[src/rtl/nonce_dispatch_pkg.sv]
package nonce_dispatch_pkg;
  // Strobes from the control to the datapath, one cycle each.
  typedef struct packed {
    logic clear;    // new work: reset counter and winner state
    logic advance;  // a core launched this cycle: bump the counter
  } dispStrobe_t;
endpackage

[src/rtl/nonce_dispatch_ctrl.sv]
module nonce_dispatch_ctrl
  import nonce_dispatch_pkg::*;
#(
  parameter int NUM_CORES = 4,
  parameter int PERIOD    = 64
) (
  input  logic                 clk,
  input  logic                 rstN,
  input  logic                 loadWork,
  input  logic                 lastNonce,
  output logic [NUM_CORES-1:0] launchValid,
  output logic                 exhausted,
  output dispStrobe_t          strobe
);
  localparam int SLOT = PERIOD / NUM_CORES;
  localparam int PH_W = (PERIOD > 1) ? $clog2(PERIOD) : 1;

  logic [PH_W-1:0] phase;
  logic            running;

  always_ff @(posedge clk) begin
    if (!rstN) begin
      phase     <= '0;
      running   <= 1'b0;
      exhausted <= 1'b0;
    end else if (loadWork) begin
      phase     <= '0;
      running   <= 1'b1;
      exhausted <= 1'b0;
    end else if (running) begin
      phase <= (phase == PH_W'(PERIOD - 1)) ? '0 : phase + PH_W'(1);
      if (strobe.advance && lastNonce) exhausted <= 1'b1;
    end
  end

  // Each core owns one fixed slot in the period.
  for (genvar k = 0; k < NUM_CORES; k++) begin : g_slot
    assign launchValid[k] = running && !exhausted && (phase == PH_W'(k * SLOT));
  end

  always_comb begin
    strobe.clear   = loadWork;
    strobe.advance = |launchValid;
  end
endmodule

[src/rtl/nonce_dispatch_count.sv]
module nonce_dispatch_count
  import nonce_dispatch_pkg::*;
#(
  parameter int NONCE_W = 32
) (
  input  logic               clk,
  input  logic               rstN,
  input  dispStrobe_t        strobe,
  output logic [NONCE_W-1:0] nextNonce,
  output logic               lastNonce
);
  always_ff @(posedge clk) begin
    if (!rstN || strobe.clear) nextNonce <= '0;
    else if (strobe.advance)   nextNonce <= nextNonce + NONCE_W'(1);
  end

  assign lastNonce = &nextNonce;
endmodule

[src/rtl/nonce_dispatch_arb.sv]
module nonce_dispatch_arb
  import nonce_dispatch_pkg::*;
#(
  parameter int NUM_CORES = 4,
  parameter int NONCE_W   = 32,
  parameter int TOP_W     = 32
) (
  input  logic                         clk,
  input  logic                         rstN,
  input  dispStrobe_t                  strobe,
  input  logic [NUM_CORES-1:0]         resValid,
  input  logic [NUM_CORES*NONCE_W-1:0] resNonce,
  input  logic [NUM_CORES*TOP_W-1:0]   resHashTop,
  output logic                         winValid,
  output logic [NONCE_W-1:0]           winNonce
);
  logic [NUM_CORES-1:0] hit;
  logic                 hasFirst, hasSecond, heldValid;
  logic [NONCE_W-1:0]   firstNonce, secondNonce, heldNonce;

  for (genvar k = 0; k < NUM_CORES; k++) begin : g_hit
    assign hit[k] = resValid[k] && (resHashTop[k*TOP_W +: TOP_W] == '0);
  end

  // Lowest and second-lowest winning core in this cycle.
  always_comb begin
    hasFirst    = 1'b0;
    hasSecond   = 1'b0;
    firstNonce  = '0;
    secondNonce = '0;
    for (int k = 0; k < NUM_CORES; k++) begin
      if (hit[k]) begin
        if (!hasFirst) begin
          hasFirst   = 1'b1;
          firstNonce = resNonce[k*NONCE_W +: NONCE_W];
        end else if (!hasSecond) begin
          hasSecond   = 1'b1;
          secondNonce = resNonce[k*NONCE_W +: NONCE_W];
        end
      end
    end
  end

  always_ff @(posedge clk) begin
    if (!rstN || strobe.clear) begin
      winValid  <= 1'b0;
      winNonce  <= '0;
      heldValid <= 1'b0;
      heldNonce <= '0;
    end else if (heldValid) begin
      winValid  <= 1'b1;
      winNonce  <= heldNonce;
      heldValid <= hasFirst;
      heldNonce <= firstNonce;
    end else begin
      winValid  <= hasFirst;
      winNonce  <= firstNonce;
      heldValid <= hasSecond;
      heldNonce <= secondNonce;
    end
  end
endmodule

[src/rtl/nonce_dispatch.sv]
module nonce_dispatch
  import nonce_dispatch_pkg::*;
#(
  parameter int NUM_CORES = 4,
  parameter int PERIOD    = 64,
  parameter int NONCE_W   = 32,
  parameter int TOP_W     = 32
) (
  input  logic                         clk,
  input  logic                         rstN,
  input  logic                         loadWork,
  input  logic [NUM_CORES-1:0]         resValid,
  input  logic [NUM_CORES*NONCE_W-1:0] resNonce,
  input  logic [NUM_CORES*TOP_W-1:0]   resHashTop,
  output logic [NUM_CORES-1:0]         launchValid,
  output logic [NONCE_W-1:0]           launchNonce,
  output logic                         winValid,
  output logic [NONCE_W-1:0]           winNonce,
  output logic                         exhausted
);
  dispStrobe_t strobe;
  logic        lastNonce;

  nonce_dispatch_ctrl #(.NUM_CORES(NUM_CORES), .PERIOD(PERIOD)) uCtrl (
    .clk(clk), .rstN(rstN), .loadWork(loadWork), .lastNonce(lastNonce),
    .launchValid(launchValid), .exhausted(exhausted), .strobe(strobe)
  );

  nonce_dispatch_count #(.NONCE_W(NONCE_W)) uCount (
    .clk(clk), .rstN(rstN), .strobe(strobe),
    .nextNonce(launchNonce), .lastNonce(lastNonce)
  );

  nonce_dispatch_arb #(.NUM_CORES(NUM_CORES), .NONCE_W(NONCE_W), .TOP_W(TOP_W)) uArb (
    .clk(clk), .rstN(rstN), .strobe(strobe),
    .resValid(resValid), .resNonce(resNonce), .resHashTop(resHashTop),
    .winValid(winValid), .winNonce(winNonce)
  );
endmodule

[config.mk]
export PLATFORM = sky130hd
export DESIGN_NAME = nonce_dispatch
export DESIGN_NICKNAME = d
export VERILOG_FILES = /design/src/rtl/nonce_dispatch_pkg.sv /design/src/rtl/nonce_dispatch_ctrl.sv /design/src/rtl/nonce_dispatch_count.sv /design/src/rtl/nonce_dispatch_arb.sv /design/src/rtl/nonce_dispatch.sv
export SDC_FILE = /design/constraint.sdc
export NUM_CORES = 1
export LEC_CHECK = 0
export CAP_MARGIN = 20
export CORE_AREA = 2 2 131 133
export DETAILED_ROUTE_END_ITERATION = 10
export DIE_AREA = 0 0 133 135
export DONT_BUFFER_PORTS = 1
export GPL_TIMING_DRIVEN = 0
export PLACE_DENSITY = 0.65
export RECOVER_POWER = 50
export SETUP_SLACK_MARGIN = 0.1
export SLEW_MARGIN = 10
export SYNTH_ARGS = -nofsm -noshare
export SYNTH_HDL_FRONTEND = slang
export SYNTH_HIERARCHICAL = 1
export SYNTH_SLANG_ARGS = --single-unit
[constraint.sdc]
create_clock -name clk -period 3.47 [get_ports clk]
set_input_delay 0.347 -clock clk [delete_from_list [all_inputs] [get_ports clk]]
set_output_delay 0.347 -clock clk [all_outputs]
set_load 0.01 [all_outputs]
### Word-level counts from Yosys, hierarchy flattened

Index checks and enable logic that the tools add are counted.

* output and inout port bits: 70
* input bits: 263
* register bits: 106

* muxes and demuxes: 30
* eq/ne operators: 4
* reduce and logical (&&, ||, !) cells: 22
* add/subtract/negate cells: 2
* bitwise gates (word level): 1

Operator list (count)
* $mux W32: 17
* $logic_not A32 Y1: 4
* $add A32 B1 Y32 const B: 1
* $reduce_and A32 Y1: 1
* $eq A6 B6 Y1 const B: 3
* $mux W1: 12
* $logic_and A1 B1 Y1: 10
* $add A6 B1 Y6 const B: 1
* $eq A6 B5 Y1 const B: 1
* $logic_not A6 Y1: 1
* $mux W6: 1
* $reduce_or A4 Y1: 1
* $logic_not A1 Y1: 2
* $reduce_and A2 Y1: 1
* $reduce_or A2 Y1: 1
* $logic_or A1 B1 Y1: 1
* $not A1 Y1: 1

### Longest topological paths before layout

Gate-level depths: netlist (run 1).

* depth in word-level cells: 12
* depth in mapped cells: 11

### Hierarchy

Netlist (run 1), hierarchy kept.

Modules (own cells, without submodules)
* nonce_dispatch_arb: area an instance 4583.1 µm², instances 1, cells each 616, seq. area each 1321.3 µm²
* nonce_dispatch_count: area an instance 1636.6 µm², instances 1, cells each 185, seq. area each 640.6 µm²
* nonce_dispatch_ctrl: area an instance 400.4 µm², instances 1, cells each 46, seq. area each 160.2 µm²

### Worst setup path after synthesis (run 1)

Ideal clock, no wire load.

* path type: input-to-reg
* from: in resHashTop[93]
* to: reg uArb.heldNonce[15]
* slack: 1062 ps
* path buffers: 2
* stages: 9
* data arrival time: 2276 ps
* required time: 3338 ps
* cell sequence: nor4_1 -> nand4_1 -> or3_1 -> buf_2 -> buf_1 -> mux2_2 -> a221oi_1 -> a311o_1 -> a21oi_1

* longest elaborated chain between the ends: 7
* elaborated cells between the ends (all ways): 12
* those cells by class: mux (10); reduce/logical (2)

Ends and longest elaborated chain
* start: declaration: RTL line nonce_dispatch.sv:14 `input logic [NUM_CORES*TOP_W-1:0] resHashTop,`
* $logic_not A32 Y1 *: RTL line nonce_dispatch_arb.sv:22 `assign hit[k] = resValid[k] && (resHashTop[k*TOP_W +: TOP_W] == '0);`
* $logic_and A1 B1 Y1 *: RTL line nonce_dispatch_arb.sv:22
* $mux W32 / $mux W1 (equally long branches): RTL line nonce_dispatch_arb.sv:32 `if (hit[k]) begin`
* $mux W32: RTL line nonce_dispatch_arb.sv:36 `end else if (!hasSecond) begin`
* $mux W32: RTL line nonce_dispatch_arb.sv:33 `if (!hasFirst) begin`
* $mux W32: RTL line nonce_dispatch_arb.sv:32
* $mux W32 *: RTL line nonce_dispatch_arb.sv:50 `end else if (heldValid) begin`
* end signal: assignment: RTL line nonce_dispatch_arb.sv:54 `heldNonce <= firstNonce;`
* end signal: assignment: RTL line nonce_dispatch_arb.sv:59 `heldNonce <= secondNonce;`
* end: declaration: RTL line nonce_dispatch_arb.sv:19 `logic [NONCE_W-1:0] firstNonce, secondNonce, heldNonce;`

Mark *: on every way between the ends. The rest lies on a longest branch, timed or not.
A chain may end at the register's enable or synchronous reset.

### Worst setup path in the final report (run 1)

* from: in resHashTop[97]
* to: reg uArb.winNonce[9]

* longest elaborated chain between the ends: 4

Ends and longest elaborated chain
* $logic_not A32 Y1: RTL line nonce_dispatch_arb.sv:22
* $logic_and A1 B1 Y1: RTL line nonce_dispatch_arb.sv:22
* $mux W32: RTL line nonce_dispatch_arb.sv:32
* $mux W32: RTL line nonce_dispatch_arb.sv:50
* end signal: assignment: RTL line nonce_dispatch_arb.sv:52 `winNonce <= heldNonce;`
* end signal: assignment: RTL line nonce_dispatch_arb.sv:57 `winNonce <= firstNonce;`
* end: declaration: RTL line nonce_dispatch_arb.sv:15 `output logic [NONCE_W-1:0] winNonce`

Every way passes these cells.

==> results of run 1 <==
[metrics by stage]
stage | utilization (%) | hold WS (ns)
finish | 43.9 | 0.0949
global route | 43.9 | 0.0846
CTS | 43.9 | 0.0842
detailed placement | 42.0 | 0.453
global placement | 42.0 | 0.447
floorplan | - | 0.426
[final cells by class]
cell class                 count  share of cell area, %
multi-input combinational    629                   55.8
tap                          220                   3.82
clock buffer                   9                   3.13
buffer                        73                   4.64
inverter                      39                   2.03
sequential                   106                   29.5
clock inverter                 7                   1.04
antenna                        1                 0.0348
[per-layer routing]
| layer | share of wire (%) | vias up |
|---|---|---|
| met5 | 0.14 | - |
| met4 | 3.3 | 6 |
| met3 | 12 | 65 |
| met2 | 45 | 500 |
| met1 | 39 | 3339 |
| li1 | - | 3232 |
[final timing paths]
path                               end
hold reg to reg      uArb/winNonce[13]
hold / removal           uCtrl/running
setup / recovery      uArb/winNonce[9]
setup reg to reg  uCount/nextNonce[15]
[flip-flops by register name, summed over array words and instances (netlist names)]
| name | cells |
|---|---|
| uArb/winNonce | 32 |
| uArb/winValid | 1 |
| uCount/nextNonce | 32 |
| uArb/heldNonce | 32 |
| uCtrl/running | 1 |
| uArb/heldValid | 1 |
| uCtrl/exhausted | 1 |
| uCtrl/phase | 6 |
[synth_stat cells (all sizes together), types with 6 or more instances]
library cell    n
o21ai          23
a21oi          87
nor4           33
nand3          47
and3           10
or3             9
mux2i          15
dfxtp         106
a221oi         33
a311oi         11
a211oi         24
a311o          15
o31ai          19
buf            27
nor3           24
mux2           15
nand2          64
nand4          21
xor2            7
and4            6
a31oi          14
nor2           71
xnor2          10
or4            14
and2           14
inv            39
clkbuf         46
[critical path, cell delays in order]
cell and delay (ns):
nor4b_1 0.50, nand4_1 0.33, nor4_4 0.59, buf_2 0.32, buf_2 0.32, nand3_1 0.12
a21oi_1 0.16, o21ai_0 0.11, a221oi_1 0.55
[logic make-up (layout without fill, tap and decap cells)]
group / Yosys count / count (layout)
buffers and inverters: 112 / 128
AND/OR/NAND/NOR: 331 / 331
AO/OA/AOI/OAI: 247 / 247
adder cells (fa/ha/maj): 4 / 4
XOR/XNOR: 17 / 17
multiplexers: 30 / 30
flip-flops: 106 / 106
other: 0 / 1
[power by group through the flow]
stage | Combinational, mW | Sequential, mW | Clock [mW]
floorplan | 0.0534 | 1.25 | 0
global placement | 0.0708 | 1.25 | 0
detailed placement | 0.0711 | 1.25 | 0
CTS | 0.0714 | 1.22 | 1.07
global route | 0.0781 | 1.22 | 1.11
finish | 0.0715 | 1.22 | 1.04
==> reports/qor.log, run 1 <==
qor: status.outcome complete, no violations
qor: finish.final_cell_mix 106 x dfxtp_1, 87 x a21oi_1, 70 x nor2_1
qor: worst_setup_path.critical_path.startpoint resHashTop[97]
qor: finish.fillers 1653
qor: logic_synthesis.synthesized_netlist_cell_count 847
qor: hold_path.hp-start loadWork
qor: timing.grt_setup_unrepaired no
qor: power.power.share.combinational 3.1%
qor: power.power.share.clock 44.7%
qor: logic_synthesis.synth_mux_area_share 4.82%
qor: place.hpwlAfterDp 22600 um
qor: logic_synthesis.synth_area_in_adders 0.718%
qor: logic_synthesis.post-synth-top-area-cell dfxtp_1
qor: place.place.detailed.instances 1067
qor: logic_synthesis.yosys.area.top_type_share 32.1%
qor: finish.layout.nets 1124
qor: global_route.global_route_wire_length_before_repair 42000 um
qor: hold_path.hold_class in -> reg
qor: finish.mostFrequentLayoutCell dfxtp_1
qor: logic_synthesis.async_flop_share 0%
qor: timing.timing.slew.headroom 41.0%
qor: hold_path.worstHoldPathCells 1
qor: logic_synthesis.synth.top_cells.by_area dfxtp_1 32%, a21oi_1 6.6%, a221oi_1 4.4%
qor: route.drt_drc_violations_left 0
qor: route.drt_first_iter_violations 716
qor: die.die-area 0.0180 mm^2
qor: cts.worst_skew_pair.late_latency 0.36 ns
qor: global_route.use_met1 39.9%
qor: finish.register_area 0.00212 mm^2
qor: place.worst_setup_slack_after_placement -0.123 ns
qor: job.max_cap_violations 0
qor: timing.tcrit_tclk_final 90.6%
qor: global_route.grt_antenna_before_repair 4
qor: worst_setup_path.path_class in -> reg
qor: global_route.grt_max_degree 21
qor: power.leakage 2.36 nW
qor: worst_setup_path.rr_worst_depth 11
qor: route.detail_route.wirelength 28800 um
qor: global_route.grt_overflow 0
qor: die.floorplan.rows 47
qor: finish.multiInputGateArea 0.00402 mm^2
qor: global_route.grt_use_met2 48.4%
qor: power.vdd.ir_drop.worst 0.291 mV
qor: global_route.groute.layer.met3.usage 11.6%
qor: logic_synthesis.syn-num-nets 1113
qor: power.sequentialPowerShare 52.3%
qor: route.first_pass_iters 5
qor: place.placement.io_buffers 0
qor: logic_synthesis.compound_gate_portion_of_the_synthesized_area 25.6%
qor: global_route.first_global_vias 6628
qor: timing.setup_viol 0
qor: die.pin_count 333
qor: die.core-area 0.0164 mm^2
qor: cts.hold_buffers 0
qor: cts.clock_tree.root_cell clkbuf_16
qor: die.die-height 135 um
qor: route.post_drt_wl_per_cell 26.6 um
qor: global_route.grtUsageTotal 31.2%
qor: worst_setup_path.critPathArrivalTime 3.35 ns
qor: place.gpl.final_weighted_congestion 1.08
qor: logic_synthesis.synth-simple-area-share 27.1%
qor: worst_setup_path.ff2ff_setup_slack 0.71 ns
qor: timing.final_hold_violation_count 0
qor: worst_setup_path.critPathMaxFanout 10
qor: power.internal_power 1.75 mW
qor: logic_synthesis.combinational_family_with_the_most_area_after_synthesis simple AND/OR/NAND/NOR gates
qor: logic_synthesis.postSynth.topFlopCell dfxtp_1
qor: logic_synthesis.synth-seq-cells 106
qor: die.effective_utilization_at_floorplan 40.3%
qor: logic_synthesis.ys_types 66
qor: worst_setup_path.critPathCaptureType register
qor: worst_setup_path.required 3.67 ns
qor: timing.maxSlewViolCount 0
qor: route.postRouteAntennaNets 0
qor: timing.fin_ws 0.325 ns
qor: die.die_width 133 um
qor: route.dr_total_vias 7142
qor: cts.sink_count 106
qor: cts.cts-resized-gates 0
qor: global_route.busiest_layer met2
qor: power.power_switching 581 uW
qor: timing.worst_pin_slew 0.886 ns
qor: place.detailed_place.area 0.00690 mm^2
qor: power.power 2.33 mW
qor: logic_synthesis.syn_area 0.00662 mm^2
qor: logic_synthesis.yosysSeqAreaShare 32.1%
qor: worst_setup_path.worstSetupStartpointType input port
qor: cts.tritoncts built
qor: finish.area.growth.synth_to_final 8.75%
qor: cts.htreeDepth 3
qor: timing.fmax 0.318 GHz
qor: logic_synthesis.post_synth_xor_area_fraction 2.36%
qor: worst_setup_path.r2r_start uCtrl/phase[0]
qor: cts.clk_path_buf_depth 2
qor: finish.fin_cells 1084
qor: timing.fin_worst_skew 0.00759 ns
qor: timing.post-route-min-period 3.15 ns
qor: logic_synthesis.yosys_warnings 6
qor: route.vias_per_cell 6.59
qor: finish.final_cell_area 0.00720 mm^2
qor: cts.clk_pin_slew 0.08 ns
qor: cts.postCtsSetupBuffers 0
qor: cts.cts_buffers 9
qor: timing.setup_total_negative_slack 0 ns
qor: logic_synthesis.syn_area_per_cell 7.82 um^2
qor: logic_synthesis.edff_count_synth 0
qor: finish.final_layout_size_suffix_gt1_share 8.69%
qor: power.sw_frac_of_total 24.9%
qor: power.pwr_density_cell 324 mW/mm^2
(Power assumes the default switching activity.)
==> inputs of run 2 (changes only) <==
Settings changed: RECOVER_POWER 50 to 100.
==> run 2 against run 1 <==
  * Clock power barely moved
  * Clock skew about the same
  * Critical endpoint is now uArb/winNonce[0]
  * Highest routed layer unchanged
  * First-iteration DRC count rose by 2.4%
  * Combinational power barely moved
  * Sequential power about the same
  * Sequential cell count unchanged
  * Routed wire length is 0.36% higher
==> reports/qor.log, run 2 (synthesis gave the netlist of run 1 again) <==
qor: timing.post-route-min-period 3.20 ns [+0.0579 ns]
qor: route.drt_first_iter_violations 733 [+2.4%]
qor: timing.fmax 0.312 GHz [-1.8%]
qor: timing.setup_total_negative_slack 0 ns [unchanged]
qor: timing.timing.slew.headroom 41.4% [+0.43 points]
qor: finish.final_cell_mix 106 x dfxtp_1, 87 x a21oi_1, 70 x nor2_1
qor: finish.final_cell_area 0.00718 mm^2 [-0.23%]
qor: timing.final_hold_violation_count 0 [unchanged]
qor: global_route.grt_use_met2 48.4% [unchanged]
qor: timing.hold_ws 0.0973 ns [+0.00241 ns]
qor: cts.worst_skew_pair.late_latency 0.36 ns [about the same]
qor: worst_setup_path.critPathMaxFanout 10 [unchanged]
qor: global_route.grt_overflow 0 [unchanged]
qor: global_route.grt_max_degree 21 [unchanged]
qor: hold_path.hold_class in -> reg
qor: global_route.busiest_layer met2
qor: worst_setup_path.r2r_start uCtrl/phase[0]
qor: place.placement.io_buffers 0 [unchanged]
qor: timing.fin_worst_skew 0.00802 ns [+0.000427 ns]
qor: route.first_pass_iters 5 [unchanged]
qor: worst_setup_path.path_class in -> reg
qor: finish.reg_top3 uArb/heldNonce: 32 flops, uArb/winNonce: 32 flops, uCount/nextNonce: 32 flops
qor: die.die_width 133 um [unchanged]
qor: power.pwr_density_cell 325 mW/mm^2 [+0.19%]
qor: worst_setup_path.critical_path.startpoint resHashTop[97]
qor: global_route.first_global_vias 6628 [unchanged]
qor: global_route.use_met1 39.9% [unchanged]
qor: global_route.groute.layer.met3.usage 11.6% [unchanged]
qor: cts.clock_tree.root_cell clkbuf_16
qor: cts.tritoncts built
qor: worst_setup_path.required 3.67 ns [about the same]
qor: global_route.grt_antenna_before_repair 4 [unchanged]
qor: route.dr_total_vias 7159 [+0.24%]
qor: worst_setup_path.critPathArrivalTime 3.40 ns [+0.05 ns]
qor: cts.htreeDepth 3 [unchanged]
qor: worst_setup_path.critPathCaptureType register
qor: hold_path.hp-start loadWork
qor: finish.fillers 1658 [+0.30%]
qor: worst_setup_path.worstSetupStartpointType input port
qor: die.die-height 135 um [unchanged]
qor: power.leakage 2.34 nW [-0.74%]
qor: place.hpwlAfterDp 22600 um [unchanged]
qor: timing.maxSlewViolCount 0 [unchanged]
qor: finish.layout.nets 1124 [unchanged]
qor: die.effective_utilization_at_floorplan 40.3% [unchanged]
qor: route.vias_per_cell 6.60 [+0.24%]
qor: place.detailed_place.area 0.00690 mm^2 [unchanged]
qor: global_route.grtUsageTotal 31.2% [unchanged]
qor: die.core-area 0.0164 mm^2 [unchanged]
qor: timing.tcrit_tclk_final 92.3% [+1.7 points]
qor: route.postRouteAntennaNets 0 [unchanged]
qor: die.pin_count 333 [unchanged]
qor: power.vdd.ir_drop.worst 0.292 mV [+0.10%]
qor: place.gpl.final_weighted_congestion 1.08 [unchanged]
qor: route.post_drt_wl_per_cell 26.7 um [+0.36%]
qor: finish.area.growth.synth_to_final 8.51%
qor: cts.sink_count 106 [unchanged]
qor: cts.cts_buffers 9 [unchanged]
qor: route.detail_route.wirelength 28900 um [+0.36%]
qor: route.drt_drc_violations_left 0 [unchanged]
qor: die.floorplan.rows 47 [unchanged]
qor: status.outcome complete, no violations
qor: cts.clk_path_buf_depth 2 [unchanged]
qor: timing.worst_pin_slew 0.879 ns [-0.00649 ns]
qor: timing.grt_setup_unrepaired no
qor: job.max_cap_violations 0 [unchanged]
qor: global_route.global_route_wire_length_before_repair 42000 um [unchanged]
qor: timing.setup_viol 0 [unchanged]
qor: die.die-area 0.0180 mm^2 [unchanged]
qor: finish.final_layout_size_suffix_gt1_share 7.76% [-0.93 points]
qor: cts.clk_pin_slew 0.08 ns [about the same]
qor: finish.mostFrequentLayoutCell dfxtp_1
==> run 2: changes by cell type in the layout (fill, tap and decap cells not counted) <==
cell	before	now
or4_1	13	14
buf_2	20	14
nand3_2	1	0
clkbuf_1	46	51
clkbuf_2	0	1
and3_1	8	9
and3_2	2	1
or4_4	1	0
nand3_1	46	47
==> run 2: timing repair <==
| action | in CTS | in global routing |
|---|---|---|
| gates resized for setup | 0 | 1 |
| buffers inserted | 0 | 0 |
| setup endpoints to repair | 0 | 3 |
| hold buffers | 0 | 0 |
==> run 2: layout make-up <==
class                      instances  area [um^2]  share of cell area, %
tap                              220          275                   3.83
multi-input combinational        629         4010                   55.8
sequential                       106         2120                   29.5
inverter                          39          146                   2.04
buffer                            73          328                   4.56
clock buffer                       9          225                   3.14
clock inverter                     7         75.1                   1.05
antenna                            1         2.50                 0.0348
==> run 2: worst paths after layout <==
check,endpoint,slack [ns],cells after the start
worst max-delay path,uArb/winNonce[0],0.27,9
worst min-delay path,uCtrl/running,0.1,1
worst max register to register,uCount/nextNonce[15],0.53,11
worst min register to register,uArb/winNonce[13],0.46,2
==> run 2: routing by layer <==
| metal | up-vias | part of all wire (%) |
|---|---|---|
| met2 | 551 | 45 |
| li1 | 3230 | - |
| met3 | 57 | 13 |
| met4 | 6 | 3.1 |
| met5 | - | 0.14 |
| met1 | 3315 | 39 |
==> run 2: per-stage QoR <==
stage	utilization (%)	total power, mW	instances	setup slack [ns]
global route	43.8	2.41	1084	0.177
global placement	42.0	1.32	1067	-0.138
detailed placement	42.0	1.32	1067	-0.123
floorplan	-	1.30	847	1.06
finish	43.8	2.33	1084	0.267
CTS	43.9	2.36	1083	0.263
==> run 2: power breakdown <==
group	switching, mW	internal, mW	leakage (nW)	total, mW
registers	0.00246	1.22	0.854	1.22
logic	0.0464	0.0253	1.34	0.0717
clock network	0.532	0.509	0.147	1.04
total	0.580	1.75	2.34	2.33
==> run 2: worst max-delay path, stage by stage <==
cell and delay [ns]:
nor4b_1 0.50, nand4_1 0.35, nor4_4 0.58, buf_2 0.32, clkbuf_2 0.34, nand3_1 0.13
a21oi_1 0.17, o21ai_0 0.13, a221oi_1 0.54
